File: src/rtl/nand_seq_pkg.sv
package nand_seq_pkg;

  typedef enum logic [2:0] {
    RES_PASS    = 3'd0,
    RES_FAIL    = 3'd1,
    RES_TIMEOUT = 3'd2,
    RES_REJECT  = 3'd3,
    RES_ABORT   = 3'd4
  } res_e;

  typedef enum logic [3:0] {
    S_INIT, S_IDLE, S_LOOK, S_CMD1, S_ADDR, S_DATA, S_CONF,
    S_WAIT, S_STCMD, S_STRD, S_STWAIT, S_RST, S_FIN
  } seq_state_e;

  localparam logic [7:0] OPC_ERS_OPEN  = 8'h60;
  localparam logic [7:0] OPC_ERS_GO    = 8'hD0;
  localparam logic [7:0] OPC_PRG_OPEN  = 8'h80;
  localparam logic [7:0] OPC_PRG_GO    = 8'h10;
  localparam logic [7:0] OPC_STATUS    = 8'h70;
  localparam logic [7:0] OPC_RESET     = 8'hFF;

endpackage

File: src/rtl/page_order_table.sv
module page_order_table #(
  parameter int BLK_W  = 4,
  parameter int PAGE_W = 6
) (
  input  logic              clk,
  input  logic              rst,
  input  logic              rd_en,
  input  logic [BLK_W-1:0]  rd_blk,
  output logic              rd_hit,
  output logic [PAGE_W-1:0] rd_page,
  input  logic              wr_en,
  input  logic [BLK_W-1:0]  wr_blk,
  input  logic              wr_hit,
  input  logic [PAGE_W-1:0] wr_page,
  output logic              ready
);
  localparam int NBLK = 1 << BLK_W;

  logic [PAGE_W:0]    mem [NBLK];
  logic [PAGE_W:0]    rd_q;
  logic [BLK_W-1:0]   sweep;
  logic               sweeping;

  always_ff @(posedge clk) begin
    if (rst) begin
      sweeping <= 1'b1;
      sweep    <= '0;
    end else if (sweeping) begin
      sweep <= sweep + 1'b1;
      if (sweep == BLK_W'(NBLK - 1)) sweeping <= 1'b0;
    end
  end

  // single write port, single registered read port
  always_ff @(posedge clk) begin
    if (sweeping)   mem[sweep]  <= '0;
    else if (wr_en) mem[wr_blk] <= {wr_hit, wr_page};
  end

  always_ff @(posedge clk) begin
    if (rd_en) rd_q <= mem[rd_blk];
  end

  assign rd_hit  = rd_q[PAGE_W];
  assign rd_page = rd_q[PAGE_W-1:0];
  assign ready   = !sweeping;

  assert_no_write_in_clear_R11: assert property (@(posedge clk) disable iff (rst)
    sweeping |-> !wr_en);
  assert_no_read_in_clear_R11: assert property (@(posedge clk) disable iff (rst)
    sweeping |-> !rd_en);

endmodule

File: src/rtl/wait_timer.sv
module wait_timer #(
  parameter int W     = 20,
  parameter int LIMIT = 1000
) (
  input  logic         clk,
  input  logic         rst,
  input  logic         start,
  input  logic         run,
  output logic [W-1:0] cnt,
  output logic         expired
);
  always_ff @(posedge clk) begin
    if (rst)                 cnt <= '0;
    else if (start)          cnt <= '0;
    else if (run && cnt != '1) cnt <= cnt + 1'b1;
  end

  assign expired = (cnt >= W'(LIMIT));

  assert_count_monotonic_R7: assert property (@(posedge clk) disable iff (rst)
    !start |=> (cnt >= $past(cnt)));

endmodule

File: src/rtl/nand_ops_sequencer.sv
module nand_ops_sequencer
  import nand_seq_pkg::*;
#(
  parameter int BLK_W       = 4,
  parameter int PAGE_W      = 6,
  parameter int BURST_LEN   = 2112,
  parameter int WB_CYC      = 13,
  parameter int TIMEOUT_CYC = 500000
) (
  input  logic              clk,
  input  logic              rst,
  input  logic              req_valid,
  input  logic              req_erase,
  input  logic              req_poll,
  input  logic [BLK_W-1:0]  req_block,
  input  logic [PAGE_W-1:0] req_page,
  input  logic [7:0]        wr_byte,
  input  logic              abort_req,
  input  logic              nand_rdy,
  input  logic              st_valid,
  input  logic [7:0]        st_byte,
  output logic              busy,
  output logic              bus_we,
  output logic              bus_cle,
  output logic              bus_ale,
  output logic [7:0]        bus_byte,
  output logic              data_take,
  output logic              stat_rd,
  output logic              done,
  output logic [2:0]        result,
  output logic [BLK_W-1:0]  op_block
);
  localparam int ROW_W  = BLK_W + PAGE_W;
  localparam int DCNT_W = $clog2(BURST_LEN + 1);
  localparam int TMR_W  = $clog2(TIMEOUT_CYC + 2);

  seq_state_e         st;
  logic               erase_q, poll_q;
  logic [BLK_W-1:0]   blk_q;
  logic [PAGE_W-1:0]  page_q;
  logic [2:0]         aidx;
  logic [DCNT_W-1:0]  didx;
  res_e               pend_res;

  logic               tbl_ready, tbl_rd_en, tbl_hit, tbl_wr_en;
  logic [PAGE_W-1:0]  tbl_last;
  logic               tmr_start, tmr_run, tmr_exp;
  logic [TMR_W-1:0]   tmr_cnt;
  logic               blank_ok, refuse;
  logic [23:0]        row24;
  logic [2:0]         rsel;
  logic [7:0]         abyte;
  logic               alast;

  assign tbl_rd_en = (st == S_IDLE) && req_valid && tbl_ready;
  assign tbl_wr_en = (st == S_CONF);

  page_order_table #(.BLK_W(BLK_W), .PAGE_W(PAGE_W)) u_table (
    .clk(clk), .rst(rst),
    .rd_en(tbl_rd_en), .rd_blk(req_block), .rd_hit(tbl_hit), .rd_page(tbl_last),
    .wr_en(tbl_wr_en), .wr_blk(blk_q), .wr_hit(!erase_q), .wr_page(page_q),
    .ready(tbl_ready)
  );

  assign tmr_start = (st == S_CONF);
  assign tmr_run   = (st == S_WAIT) || (st == S_STCMD) || (st == S_STRD) || (st == S_STWAIT);

  wait_timer #(.W(TMR_W), .LIMIT(TIMEOUT_CYC)) u_timer (
    .clk(clk), .rst(rst), .start(tmr_start), .run(tmr_run),
    .cnt(tmr_cnt), .expired(tmr_exp)
  );

  assign blank_ok = (tmr_cnt >= TMR_W'(WB_CYC));
  assign refuse   = !erase_q && tbl_hit && (page_q <= tbl_last);
  assign row24    = 24'({blk_q, page_q});

  always_comb begin
    rsel  = erase_q ? aidx : (aidx - 3'd2);
    alast = erase_q ? (aidx == 3'd2) : (aidx == 3'd4);
    case (rsel)
      3'd0:    abyte = row24[7:0];
      3'd1:    abyte = row24[15:8];
      3'd2:    abyte = row24[23:16];
      default: abyte = 8'h00;
    endcase
    if (!erase_q && aidx < 3'd2) abyte = 8'h00;
  end

  always_ff @(posedge clk) begin
    if (rst) begin
      st        <= S_INIT;
      busy      <= 1'b1;
      bus_we    <= 1'b0;
      bus_cle   <= 1'b0;
      bus_ale   <= 1'b0;
      bus_byte  <= 8'h00;
      data_take <= 1'b0;
      stat_rd   <= 1'b0;
      done      <= 1'b0;
      result    <= 3'd0;
      op_block  <= '0;
      erase_q   <= 1'b0;
      poll_q    <= 1'b0;
      blk_q     <= '0;
      page_q    <= '0;
      aidx      <= '0;
      didx      <= '0;
      pend_res  <= RES_PASS;
    end else begin
      bus_we    <= 1'b0;
      bus_cle   <= 1'b0;
      bus_ale   <= 1'b0;
      data_take <= 1'b0;
      stat_rd   <= 1'b0;
      done      <= 1'b0;
      case (st)
        S_INIT: if (tbl_ready) begin
          busy <= 1'b0;
          st   <= S_IDLE;
        end
        S_IDLE: if (req_valid && tbl_ready) begin
          busy    <= 1'b1;
          erase_q <= req_erase;
          poll_q  <= req_poll;
          blk_q   <= req_block;
          page_q  <= req_erase ? '0 : req_page;
          st      <= S_LOOK;
        end
        S_LOOK: if (refuse) begin
          pend_res <= RES_REJECT;
          st       <= S_FIN;
        end else begin
          st <= S_CMD1;
        end
        S_CMD1: begin
          bus_we   <= 1'b1;
          bus_cle  <= 1'b1;
          bus_byte <= erase_q ? OPC_ERS_OPEN : OPC_PRG_OPEN;
          aidx     <= '0;
          st       <= S_ADDR;
        end
        S_ADDR: begin
          bus_we   <= 1'b1;
          bus_ale  <= 1'b1;
          bus_byte <= abyte;
          aidx     <= aidx + 1'b1;
          didx     <= '0;
          if (alast) st <= erase_q ? S_CONF : S_DATA;
        end
        S_DATA: begin
          bus_we    <= 1'b1;
          bus_byte  <= wr_byte;
          data_take <= 1'b1;
          didx      <= didx + 1'b1;
          if (didx == DCNT_W'(BURST_LEN - 1)) st <= S_CONF;
        end
        S_CONF: begin
          bus_we   <= 1'b1;
          bus_cle  <= 1'b1;
          bus_byte <= erase_q ? OPC_ERS_GO : OPC_PRG_GO;
          st       <= S_WAIT;
        end
        S_WAIT: begin
          if (abort_req) begin
            pend_res <= RES_ABORT;
            st       <= S_RST;
          end else if (tmr_exp) begin
            pend_res <= RES_TIMEOUT;
            st       <= S_RST;
          end else if (blank_ok && (poll_q || nand_rdy)) begin
            st <= S_STCMD;
          end
        end
        S_STCMD: begin
          bus_we   <= 1'b1;
          bus_cle  <= 1'b1;
          bus_byte <= OPC_STATUS;
          st       <= S_STRD;
        end
        S_STRD: begin
          if (abort_req) begin
            pend_res <= RES_ABORT;
            st       <= S_RST;
          end else if (tmr_exp) begin
            pend_res <= RES_TIMEOUT;
            st       <= S_RST;
          end else begin
            stat_rd <= 1'b1;
            st      <= S_STWAIT;
          end
        end
        S_STWAIT: begin
          if (abort_req) begin
            pend_res <= RES_ABORT;
            st       <= S_RST;
          end else if (tmr_exp) begin
            pend_res <= RES_TIMEOUT;
            st       <= S_RST;
          end else if (st_valid) begin
            if (st_byte[6]) begin
              pend_res <= st_byte[0] ? RES_FAIL : RES_PASS;
              st       <= S_FIN;
            end else begin
              st <= S_STRD;
            end
          end
        end
        S_RST: begin
          bus_we   <= 1'b1;
          bus_cle  <= 1'b1;
          bus_byte <= OPC_RESET;
          st       <= S_FIN;
        end
        S_FIN: begin
          done     <= 1'b1;
          result   <= pend_res;
          op_block <= blk_q;
          busy     <= 1'b0;
          st       <= S_IDLE;
        end
        default: st <= S_IDLE;
      endcase
    end
  end

  // ---------------- assertions ----------------
  assert_beat_kind_excl_R3: assert property (@(posedge clk) disable iff (rst)
    bus_we |-> !(bus_cle && bus_ale));
  assert_no_strobe_no_kind_R3: assert property (@(posedge clk) disable iff (rst)
    !bus_we |-> (!bus_cle && !bus_ale));
  assert_blank_window_R4: assert property (@(posedge clk) disable iff (rst)
    (st == S_STCMD) |-> (tmr_cnt > TMR_W'(WB_CYC)));
  assert_done_single_R6: assert property (@(posedge clk) disable iff (rst)
    done |=> !done);
  assert_timeout_reset_R7: assert property (@(posedge clk) disable iff (rst)
    (st == S_WAIT && tmr_exp && !abort_req) |=> (st == S_RST));
  assert_refuse_silent_R9: assert property (@(posedge clk) disable iff (rst)
    (st == S_LOOK && refuse) |=> (!bus_we && st == S_FIN));
  assert_quiet_init_R11: assert property (@(posedge clk) disable iff (rst)
    (st == S_INIT) |-> (!bus_we && busy));

endmodule

File: config.mk
export PLATFORM = sky130hd
export DESIGN_NAME = nand_ops_sequencer
export DESIGN_NICKNAME = d
export VERILOG_FILES = /design/src/rtl/nand_seq_pkg.sv /design/src/rtl/page_order_table.sv /design/src/rtl/wait_timer.sv /design/src/rtl/nand_ops_sequencer.sv
export SDC_FILE = /design/constraint.sdc
export NUM_CORES = 1
export LEC_CHECK = 0
export ABC_AREA = 1
export BUFFER_PORTS_ARGS = -buffer_cell sky130_fd_sc_hd__buf_2
export CAP_MARGIN = 20
export CORE_AREA = 2 2 121 212
export CTS_CLUSTER_DIAMETER = 40
export DETAILED_ROUTE_END_ITERATION = 10
export DIE_AREA = 0 0 123 214
export GPL_TIMING_DRIVEN = 0
export PLACE_DENSITY = 0.56
export SLEW_MARGIN = 0
export SYNTH_ARGS = -nofsm -noshare
export SYNTH_HDL_FRONTEND = slang
export SYNTH_HIERARCHICAL = 1
export SYNTH_SLANG_ARGS = --single-unit
File: constraint.sdc
create_clock -name clk -period 3.2 [get_ports clk]
set_clock_uncertainty 0.2 [all_clocks]
set_input_delay 0.32 -clock clk [delete_from_list [all_inputs] [get_ports clk]]
set_output_delay 0.32 -clock clk [all_outputs]
set_load 0.005 [all_outputs]
# --- Word-level counts from Yosys, hierarchy flattened ---
# Memories as Yosys holds them, arrays and structs flattened. A register that Yosys moved wholly into a read port is not among the register bits.
# Cells that the tools add are included.
totals:
  wordCells: 144
  mem_count: 1
  ram_bits: 112
  out_inout_bits: 22
  register_bits: 80
op_classes:
  bitwise_logic: 1
  reduce_logical: 31
  order_cmp: 4
  addsub: 5
  eq_ne: 27
  muxes: 54
memory_table:
  columns: ["memory", "words", "width", "rd", "rd_ports_with_merged_regs", "write_ports", "line", "rtl"]
  rows:
  - ["u_table.mem", 16, 7, 1, 1, 1, "page_order_table.sv:19", "logic [PAGE_W:0] mem [NBLK];"]
ops:
  columns: ["operator", "count"]
  rows:
  - ["2-to-1 mux 4 bit", 12]
  - ["case mux 4 bit (12 select lines)", 1]
  - ["case mux 8 bit (6 select lines)", 1]
  - ["2-to-1 mux 3 bit", 9]
  - ["equality test 4 bit, second input constant", 6]
  - ["2-to-1 mux 8 bit", 3]
  - ["case mux 12 bit (2 select lines)", 1]
  - ["2-to-1 mux 1 bit", 20]
  - ["adder 19 x 1 -> 19 bit, second input constant", 1]
  - [">= comparator 19 bit, second input constant", 1]
  - [">= comparator 19 x 4 -> 1 bit, second input constant", 1]
  - ["!= test 19 bit, second input constant", 1]
  - ["equality test 4 x 3 -> 1 bit, second input constant", 4]
  - ["case mux 8 bit (2 select lines)", 1]
  - ["adder 12 x 1 -> 12 bit, second input constant", 1]
  - ["equality test 12 bit, second input constant", 1]
  - ["case mux 3 bit (3 select lines)", 1]
  - ["equality test 4 x 2 -> 1 bit, second input constant", 2]
  - ["logical AND 1 bit", 8]
  - ["!= test 2 bit, second input constant", 4]
  - ["!= test 4 bit, second input constant", 2]
  - ["2-to-1 mux 7 bit", 1]
  - ["OR reduction 7 bit", 1]
  - ["less-or-equal comparator 6 bit", 1]
  - ["other kinds (31)", 38]

# --- Logic depth before layout (Yosys ltp) ---
# Gate-level depths: netlist of run 1.
logic_depth:
  ltp_word: 6
  mapped_depth: 16
  depth_no_buf: 16

# --- Modules after synthesis ---
# The synthesis of run 1 kept the hierarchy.
modules_own_cells:
  columns: ["mod", "cells_each", "n_inst", "area_per_inst_um2"]
  rows:
  - ["page_order_table", 539, 1, 5505.3]
  - ["nand_ops_sequencer", 438, 1, 2986.6]
  - ["wait_timer", 187, 1, 1217.4]

# --- Least setup slack after synthesis of run 1 ---
# No wires, ideal clock.
synth_path:
  kind: "flip-flop to flip-flop"
  start: "reg st[3]"
  end: "mem u_table/mem[10][0] (netlist bit), enable pin"
  stages_incl_launch_ff: 10
  path_buffers: 1
  required_time_ns: 2.640
  setup_slack_ns: 0.888
  period_less_slack_ns: 2.312
  arrival_time_ns: 1.752
  path_cell_list: "dfxtp_1 inv_1 ha_1 nand3_1 inv_1 nand2_8 buf_12 o21ai_4 nand2_2 nor2_1"
synth_between:
  elab_chain_cells: 6
  word_cells_on_any_way: 7
  cone_classes: "1 x eq/ne; 5 x mux; 1 x reduce/logical"
synth_rtl:
  columns: ["item", "line", "rtl"]
  rows:
  - ["start, declared", "nand_ops_sequencer.sv:37", "seq_state_e st;"]
  - ["start signal, assigned", "nand_ops_sequencer.sv:148", "if (alast) st <= erase_q ? S_CONF : S_DATA;"]
  - ["equality test 4 x 3 -> 1 bit (*)", "nand_ops_sequencer.sv:56", "assign tbl_wr_en = (st == S_CONF);"]
  - ["net tbl_wr_en", "nand_ops_sequencer.sv:45", "logic tbl_ready, tbl_rd_en, tbl_hit, tbl_wr_en;"]
  - ["2-to-1 mux 1 bit (*)", "page_order_table.sv:37", "else if (wr_en) mem[wr_blk] <= {wr_hit, wr_page};"]
  - ["2-to-1 mux 1 bit (*)", "page_order_table.sv:36", "if (sweeping) mem[sweep] <= '0;"]
  - ["2-to-1 mux 1 bit (not written as such) (*)", "page_order_table.sv:37", null]
  - ["OR reduction 7 bit (no source line)", null, null]
  - ["2-to-1 mux 4 bit (no source line) / 2-to-1 mux 1 bit (equally long branches)", null, null]
  - ["end, declared", "page_order_table.sv:19", null]
# The timed path passes the listed nets; every way through them passes the cells marked *.

# --- Final worst setup path of run 1 ---
layout_path:
  start: "reg st[3]"
  end: "mem u_table/mem[11][0] (netlist bit), enable pin"
# Same word-level chain as after synthesis.

==> results.toml, run 1 <==
[status]
status = "finished, final reports clean"

[worst_setup_path]
startpoint_type = "register"
cp_slowest_cell = "nor2_1"
worst-setup-path-type = "reg -> reg"
end_kind = "register"
critPathMaxStageDelay_ns = 0.68
timing.rr.start = "st[3]"
critPathLaunch = "st[3]"
critical_path_required_ns = 3.08
worstPathCellList = "inv_1, ha_1, nand3_1, inv_1, nand2_8, buf_12, o21ai_4, nand2_2, nor2_1"
path_max_fanout = 10
cp.arrival_ns = 2.85
crit_path_frequent_cell = "inv_1"

[placement]
dp_cells = 1532
gp_congestion = 0.9727
port_buffers = 49
dp_hpwl_microns = 19960

[sta]
worstMarginPinSlew_ns = 0.8604
drv_slew = 0
relSlewSlack = 0.4243
rsz0062_at_grt = "false"
period_minus_slack_ns = 2.969
hold_viol_final = 0
tns_ns = 0
post-route-period-util = 0.9279
fmaxAchievable_ghz = 0.3368
finalSetupViolCount = 0

[clock_network]
clk_pin_slew_ns = 0.07
insertion_delay_ns = 0.45
cts.sinks = 199
max-clock-path-buffers = 2
cts_buffers = 17
root_buffer = "clkbuf_16"
cts_setup_buffers = 0
cts_tree = "built"
htree_levels = 4

[detailed_routing]
drc = 0
wl_microns = 26420
dr.first_iter.drc_count = 506
wl_met2_microns = 14710
ant_nets = 0
met3_length_microns = 826
m1WireLength_microns = 9734
firstDrtPassIters = 5
wl_per_cell_microns = 16.71
vias = 7802
via_per_inst = 4.935
top_layer_used = "met4"

[pwr]
power.internal_uw = 3895
p_leak_uw = 0.004694
switching_share = 0.2340
ir_drop_mv = 0.2945
power_density_mw_per_mm2 = 457.4
power.total_uw = 5085
combPwrFrac = 0.062
power_frac_clock = 0.399
pwr-share-seq = 0.539
switchingPower_uw = 1190

[cells_and_area]
syn2layout_area_growth_pct = 14.51
num-fill-cells = 2464
finalNetCount = 1308
layout-drive-gt1-share = 0.1253
num_antenna_cells = 0
finalNonFillerCells = 1581

[floorplanning]
fp.dieW_microns = 123
ios = 56
die-area_sq_mm = 0.02632
die_y_microns = 214
rows = 76
start_util = 0.3958
core_area_sq_mm = 0.02453

[global_route]
grt-ovfl-total = 0
grt_antenna_before_repair = 0
grt_usage = 0.2108
grt_start_max_net_pins = 17
grt_pass1_wl_microns = 41600
grt_pass1_vias = 7658

[synth]
yosys_register_bits = 199
synthTopCellsByCount = "nand2_1 (311), inv_1 (159), nand3_1 (135), nor2_1 (124), edfxtp_1 (119)"
syn_area_per_cell_sq_um = 8.341
yosys_most_used_dff = "edfxtp_1"
synth_nets = 1216
yosys.area.top_type_share = 0.3680
synth_cell_types = 45
synth_area_leaders = "edfxtp_1 (37%), dfxtp_1 (16%), nand2_1 (12%)"
yosysWarningCount = 6
seq_area_frac_synth = 0.5330
synth_edf_count = 119
synthArstFlopShare = 0
syn_inst = 1164
synth_most_common_cell = "nand2_1"
syn_area_sq_mm = 0.009709
yosysTopAreaCell = "edfxtp_1"

[hold_path]
hp-class = "in -> reg"
min_from = "wr_byte[7]"

[run]
cap_viol_max_count = 0
worst paths after layout:
kind | endpoint | slack (ns) | depth (start not counted)
worst max-delay path | u_table/mem[11][0] | 0.23 | 9
worst min-delay path | bus_byte[7] | 0.04 | 5
worst max register to register | u_table/mem[11][0] | 0.23 | 9
worst min register to register | pend_res[2] | 0.27 | 2
per-stage QoR:
stage / hold slack (ns) / utilization / worst slack, ns / area [sq um]
CTS: 0.01199 / 0.4532 / 0.1834 / 11120
global route: 0.03879 / 0.4532 / 0.03238 / 11120
floorplan: 0.1924 / - / 0.8882 / 9709
global placement: 0.2639 / 0.4217 / 0.04099 / 10340
detailed placement: 0.2661 / 0.4243 / 0.2125 / 10410
finish: 0.03599 / 0.4532 / 0.2306 / 11120
layout by cell type, fill, tap and decap left out, types with 4 or more instances in the layout:
cell type / instances
buf_2: 62
a21oi_1: 45
nor2_2: 7
o21ai_0: 36
edfxtp_1: 119
inv_1: 159
a41oi_1: 4
clkbuf_1: 9
nor2_1: 124
nand3_1: 135
nand4_1: 10
ha_1: 18
nor2_4: 11
clkinv_2: 4
nor3_1: 6
a22oi_1: 4
buf_4: 11
inv_2: 10
nand2_2: 10
dfxtp_1: 80
dlygate4sd3_1: 17
buf_6: 4
clkbuf_16: 17
nand2_1: 311
clkinv_1: 4
registers in the layout, summed over array words and instances, names as in the netlist, 3 cells and up:
| name | flops |
|---|---|
| u_table/rd_q | 7 |
| blk_q | 4 |
| result | 3 |
| aidx | 3 |
| u_table/sweep | 4 |
| didx | 12 |
| pend_res | 3 |
| bus_byte | 8 |
| st | 4 |
| op_block | 4 |
| u_timer/cnt | 19 |
| page_q | 6 |
| u_table/mem | 112 |
critical path: cells and delay by family, from the launching register on:
kind,cells,cell delay [ns]
and+or+nand+nor,4,1.07
buffers and inverters,3,0.57
DFF,1,0.34
adders and majority gates,1,0.25
AOI/OAI and AO/OA,1,0.16
cell type report:
class                   count  area (sq um)  share of cell area
flip-flops and latches    199          5175              0.4654
multi-input cells         760          3689              0.3318
inverters                 173         659.4             0.05931
repair buffers             73         479.2             0.04310
clock buffers              19         432.9             0.03894
well taps                 312         390.4             0.03511
plain buffers              32         186.4             0.01677
clock inverters            13         106.4            0.009566
power groups by stage:
stage	Combinational, uW	Sequential (uW)	Clock (uW)
2_1_floorplan	191	2800	0
3_3_place_gp	298	2800	0
3_5_place_dp	299	2800	0
4_1_cts	317	2740	2070
5_1_grt	351	2740	2170
6_report	316	2740	2030
timing repair:
action,in CTS,in global routing
resized for setup,0,0
endpoints found under the hold margin,18,0
hold buffers,17,0
endpoints found under the setup margin,0,0
kinds of logic (layout without fill, tap and decap cells):
| kind of cell | count (synthesis) | after routing | share of synthesized area |
|---|---|---|---|
| AO/OA/AOI/OAI | 111 | 111 | 0.06727 |
| adder cells (fa/ha/maj) | 18 | 18 | 0.02320 |
| AND/OR/NAND/NOR | 626 | 626 | 0.2849 |
| XOR/XNOR | 5 | 5 | 0.004511 |
| flip-flops | 199 | 199 | 0.5330 |
| buffers and inverters | 205 | 310 | 0.08711 |
per-layer routing:
layer / GRT usage / vias to the layer above
met1: 0.2199 / 3615
li1: - / 3951
met4: 0.1083 / 0
met5: 0 / -
met2: 0.3945 / 171
met3: 0.03195 / 65
(Power assumes the default switching activity.)
==> run 2, diff against run 1 <==
--- a/config.mk
+++ b/config.mk
@@ -5,16 +5,16 @@
 export SDC_FILE = /design/constraint.sdc
 export NUM_CORES = 1
 export LEC_CHECK = 0
-export ABC_AREA = 1
+export ABC_AREA = 0
 export BUFFER_PORTS_ARGS = -buffer_cell sky130_fd_sc_hd__buf_2
 export CAP_MARGIN = 20
-export CORE_AREA = 2 2 121 212
+export CORE_AREA = 2 2 118 206
 export CTS_CLUSTER_DIAMETER = 40
 export DETAILED_ROUTE_END_ITERATION = 10
-export DIE_AREA = 0 0 123 214
+export DIE_AREA = 0 0 120 208
 export GPL_TIMING_DRIVEN = 0
 export PLACE_DENSITY = 0.56
-export SLEW_MARGIN = 0
+export SLEW_MARGIN = 20
 export SYNTH_ARGS = -nofsm -noshare
 export SYNTH_HDL_FRONTEND = slang
 export SYNTH_HIERARCHICAL = 1
==> run 2 against run 1 <==
Worst hold slack got worse by 0.032 ns. Utilization is 0.54 points higher. First-iteration DRC count down 23%. Via count shrank 17%. Global-route usage is 1.8 points lower. Die area is 5.2% lower. Combinational power decreased by 33%. Final cell count shrank 26%. Cell area is 4.2% lower. Non-clock buffer count fell by 8.
==> results.toml, run 2 <==
[synth]
synth_edf_count = 119
synth_nets = 830
yosys_most_used_dff = "edfxtp_1"
yosys.area.top_type_share = 0.3885
synth_area_leaders = "edfxtp_1 (39%), dfxtp_1 (17%), mux4_1 (4.9%)"
syn_area_sq_mm = 0.009199
yosysTopAreaCell = "edfxtp_1"
syn_area_per_cell_sq_um = 11.82
synthTopCellsByCount = "edfxtp_1 (119), nand2_1 (82), dfxtp_1 (80), nor2_1 (67), a21oi_1 (56)"
synthArstFlopShare = 0
seq_area_frac_synth = 0.5626
yosysWarningCount = 6
synth_most_common_cell = "edfxtp_1"
synth_cell_types = 76
yosys_register_bits = 199
syn_inst = 778

[worst_setup_path]
timing.rr.start = "st[3]"
end_kind = "register"
reg2reg_slack_ns = 0.004
rr_worst_depth = 8
path_max_fanout = 15
critical_path_required_ns = 3.13
worst-setup-path-type = "reg -> reg"
r2r_end = "u_table/mem[15][4]"
startpoint_type = "register"
cp.arrival_ns = 3.12

[placement]
dp_cells = 1131
dp_hpwl_microns = 17100
gp_congestion = 0.8591
preCtsSetupSlack_ns = -0.1926
port_buffers = 49

[floorplanning]
ios = 56
core_area_sq_mm = 0.02324
rows = 74
die-area_sq_mm = 0.02496
fp.dieW_microns = 120
die_y_microns = 208
start_util = 0.3958

[run]
cap_viol_max_count = 0

[global_route]
top_usage_layer = "met2"
grtUsageMet1 = 0.1955
grt_start_max_net_pins = 19
grt_use_met3 = 0.02851
grt_usage = 0.1923
grt_antenna_before_repair = 0
grt-ovfl-total = 0
grt_pass1_vias = 6690
grt_pass1_wl_microns = 36270
grt_use_met2 = 0.3636

[cells_and_area]
finalNetCount = 910
top_regs = "u_table/mem x112, u_timer/cnt x19, didx x12"
final_common_cell = "edfxtp_1"
layout-drive-gt1-share = 0.1757
layout_common_cells = "edfxtp_1 (119), nand2_1 (82), dfxtp_1 (80), buf_2 (59), a21oi_1 (56)"
largest_reg_flops = 112
finalNonFillerCells = 1175
syn2layout_area_growth_pct = 15.85
num_antenna_cells = 0
max_flop_register = "u_table/mem"

[clock_network]
cts.sinks = 199
cts_setup_buffers = 0
insertion_delay_ns = 0.45
clk_pin_slew_ns = 0.07
htree_levels = 4
cts_buffers = 17
root_buffer = "clkbuf_16"
cts_tree = "built"
max-clock-path-buffers = 2

[sta]
post-route-period-util = 0.9988
hold_viol_final = 0
relSlewSlack = 0.4678
hold_ws_ns = 0.004426
fmaxAchievable_ghz = 0.3129
finalSetupViolCount = 0
rsz0062_at_grt = "true"
tns_ns = 0
period_minus_slack_ns = 3.196
worstMarginPinSlew_ns = 0.7946
fin_ws_ns = 0.003918
drv_slew = 0

[hold_path]
hp-class = "in -> reg"
min_to = "stat_rd"
whs_path_depth = 4
min_from = "abort_req"

[pwr]
power.total_uw = 5215
ir_drop_mv = 0.3805
power_density_mw_per_mm2 = 489.4
p_leak_uw = 0.003665

[detailed_routing]
wl_microns = 23060
vias = 6503
firstDrtPassIters = 5
via_per_inst = 5.534
ant_nets = 0
dr.first_iter.drc_count = 392
drc = 0
wl_per_cell_microns = 19.63

[status]
status = "finished, final reports clean"
==> run 2: cell count changes in the layout (fill, tap and decap cells not counted), sizes merged, moves of 16 or more <==
cell   change
nand2    -243
inv      -140
nand3    -119
nor2      -75
mux4      +28
o21ai     -18
buf       -16
==> run 2: stage by stage <==
| stage | area (sq um) | util |
|---|---|---|
| global route | 10660 | 0.4585 |
| finish | 10660 | 0.4585 |
| CTS | 10570 | 0.4549 |
| global placement | 9824 | 0.4227 |
| floorplan | 9199 | - |
| detailed placement | 9824 | 0.4227 |
==> run 2: cells by family after synthesis <==
family,synth area share
simple gates,0.1547
flops,0.5626
compound gates,0.1262
buf+inv,0.03264
mux,0.09562
fa+ha+maj,0.02448
xor+xnor,0.003809
==> run 2: layout make-up <==
class                           instances  area [sq um]
Timing Repair Buffer                   61         365.4
Clock buffer                           17         425.4
Inverter                               26         97.59
Multi-Input combinational cell        517          3819
Buffer                                 36         203.9
Fill cell                            2175         12580
Clock inverter                         15         190.2
Tap cell                              304         380.4
Sequential cell                       199          5175
==> run 2: how the worst max path moves through the flow <==
| stage | start | to | slack, ns |
|---|---|---|---|
| final | st[3] | u_table/mem[15][4] | 0.004 |
| after CTS | st[3] | u_table/mem[5][3] | 0.01 |
| after floorplan | u_timer/cnt[10] | st[2] | 0.59 |
| after global placement | st[3] | u_table/mem[8][5] | -0.19 |
| after detailed placement | st[3] | u_table/mem[12][5] | -0.19 |
| after global routing | st[3] | u_table/mem[5][3] | -0.22 |
==> run 2: per-layer routing <==
metal | vias to the layer above | wire length (microns)
li1 | 3142 | -
met1 | 3169 | 8565
met2 | 139 | 12920
met3 | 53 | 557
met4 | 0 | 1023
met5 | - | 0
==> run 2: power by group <==
part | leakage, uW | internal, uW | switching [uW]
clock | 0.000306 | 1250 | 1020
combinational | 0.00167 | 84.7 | 128
sequential | 0.00169 | 2720 | 9.93
total | 0.00367 | 4060 | 1150
==> run 2: critical path: stages, from the launching register on <==
cell and delay, ns:
dfxtp_1 0.34, inv_1 0.09, ha_1 0.14, buf_4 0.16, clkbuf_1 0.35, and3_2 0.45, nand2b_1 0.19, a31oi_1 0.57
nor2_1 0.36
==> run 2: repair_timing <==
| action | in CTS | in global routing |
|---|---|---|
| gates resized for setup | 5 | 28 |
| hold buffers | 12 | 0 |
| endpoints found under the hold margin | 15 | 0 |
| setup endpoints to repair | 224 | 228 |
==> run 3, diff against run 2 <==
--- a/config.mk
+++ b/config.mk
@@ -13,8 +13,9 @@
 export DETAILED_ROUTE_END_ITERATION = 10
 export DIE_AREA = 0 0 120 208
 export GPL_TIMING_DRIVEN = 0
+export HOLD_SLACK_MARGIN = 0.08
 export PLACE_DENSITY = 0.56
-export SLEW_MARGIN = 20
+export SKIP_CTS_REPAIR_TIMING = 1
 export SYNTH_ARGS = -nofsm -noshare
 export SYNTH_HDL_FRONTEND = slang
 export SYNTH_HIERARCHICAL = 1
==> run 3 against run 2 <==
Sequential power is essentially flat. Global-route usage shrank 0.10 points. Critical endpoint is now u_table/mem[8][1]. Cell area shrank 0.15%. Sequential share of layout area grew 0.074 points. Highest routed layer unchanged. Total power shrank 0.21%.
==> results.toml, run 3 (synthesized netlist as in run 2, its figures left out) <==
[status]
status = "finished, final reports clean"

[sta]
fmaxAchievable_ghz = 0.3232
drv_slew = 0
worstMarginPinSlew_ns = 0.7801
period_minus_slack_ns = 3.094
finalSetupViolCount = 0
hold_viol_final = 0
rsz0062_at_grt = "true"
relSlewSlack = 0.4751
post-route-period-util = 0.9669

[worst_setup_path]
end_kind = "register"
critical_path_required_ns = 3.10
cp.arrival_ns = 2.99
startpoint_type = "register"
path_max_fanout = 15
worst-setup-path-type = "reg -> reg"

[placement]
gp_congestion = 0.8591
port_buffers = 49
dp_hpwl_microns = 17100
dpl_cell_area_sq_mm = 0.009824

[clock_network]
insertion_delay_ns = 0.45
cts.sinks = 199
cts_buffers = 17
max-clock-path-buffers = 2
root_buffer = "clkbuf_16"
clk_pin_slew_ns = 0.07
htree_levels = 4
cts_tree = "built"

[cells_and_area]
num-fill-cells = 2182
largest_reg_flops = 112
num_antenna_cells = 0
finalNetCount = 912
multi_input_area_sq_mm = 0.003782
final_area_sq_mm = 0.01064
seq_area_sq_mm = 0.005175
layout-drive-gt1-share = 0.1787
post-route-util = 0.4578
max_flop_register = "u_table/mem"
top_regs = "u_table/mem x112, u_timer/cnt x19, didx x12"
syn2layout_area_growth_pct = 15.67
final_common_cell = "edfxtp_1"
layout_common_cells = "edfxtp_1 (119), nand2_1 (82), dfxtp_1 (80), buf_2 (59), a21oi_1 (56)"

[global_route]
grt_pass1_wl_microns = 36010
grt_start_max_net_pins = 19
grt_antenna_before_repair = 0
grt-ovfl-total = 0
grt_usage = 0.1913
grt_pass1_vias = 6601

[detailed_routing]
vias = 6469
firstDrtPassIters = 7
m1WireLength_microns = 8503
wl_per_cell_microns = 19.58
ant_nets = 0
dr.first_iter.drc_count = 388
met3_length_microns = 559
top_layer_used = "met4"
drc = 0
wl_microns = 23050
via_per_inst = 5.496
wl_met2_microns = 12950

[floorplanning]
fp.dieW_microns = 120
die_y_microns = 208
rows = 74
die-area_sq_mm = 0.02496
start_util = 0.3958
core_area_sq_mm = 0.02324
ios = 56

[pwr]
power.total_uw = 5204
power_density_mw_per_mm2 = 489.1
ir_drop_mv = 0.3792
p_leak_uw = 0.003669

[run]
cap_viol_max_count = 0

[hold_path]
hp-class = "in -> reg"
## run 3: changes by cell type in the layout (fill, tap and decap cells not counted)
cell,delta
a31oi_2,-1
dlygate4sd3_1,+2
nor2_1,-4
nor2_2,+12
a31oi_1,+1
nor2_4,-8
## run 3: per-stage QoR
| stage | hold slack (ns) | worst slack (ns) | TNS, ns | std cells |
|---|---|---|---|---|
| 2_1_floorplan | 0.1924 | 0.5869 | 0 | 778 |
| 3_3_place_gp | 0.2465 | -0.1923 | -12.53 | 1131 |
| 3_5_place_dp | 0.2492 | -0.1926 | -12.30 | 1131 |
| 4_1_cts | -0.07878 | -0.2292 | -20.99 | 1163 |
| 5_1_grt | 0.08684 | -0.06239 | -3.688 | 1177 |
| 6_report | 0.07735 | 0.1060 | 0 | 1177 |
## run 3: per-layer routing
metal,GRT usage,vias to the layer above
li1,-,3141
met1,0.1948,3138
met2,0.3611,136
met3,0.02823,54
met4,0.1116,0
met5,0,-
## run 3: final timing paths
check	startpoint	to	slack, ns	cells after the start
max	st[3]	u_table/mem[8][1]	0.11	8
min	st_byte[0]	pend_res[0]	0.08	4
max reg2reg	st[3]	u_table/mem[8][1]	0.11	8
min reg2reg	result[1]	result[1]	0.26	2
## run 3: report_power, final
part | internal, uW | switching, uW | total, uW
combinational | 84.1 | 122 | 206
sequential | 2720 | 9.94 | 2730
clock | 1250 | 1010 | 2270
## run 3: worst max-delay path, cell delays in order (launching register included)
cell	delay, ns
dfxtp_1	0.35
inv_1	0.09
ha_1	0.14
buf_4	0.16
clkbuf_1	0.37
and3_2	0.47
nor4b_1	0.29
a31oi_1	0.19
nor2_2	0.48
## run 3: layout make-up
| cell class | count | share of cell area |
|---|---|---|
| sequential | 199 | 0.4864 |
| multi-input combinational | 517 | 0.3555 |
| clock buffer | 17 | 0.03998 |
| timing repair buffer | 63 | 0.03622 |
| tap | 304 | 0.03575 |
| buffer | 36 | 0.01917 |
| clock inverter | 15 | 0.01787 |
| inverter | 26 | 0.009172 |
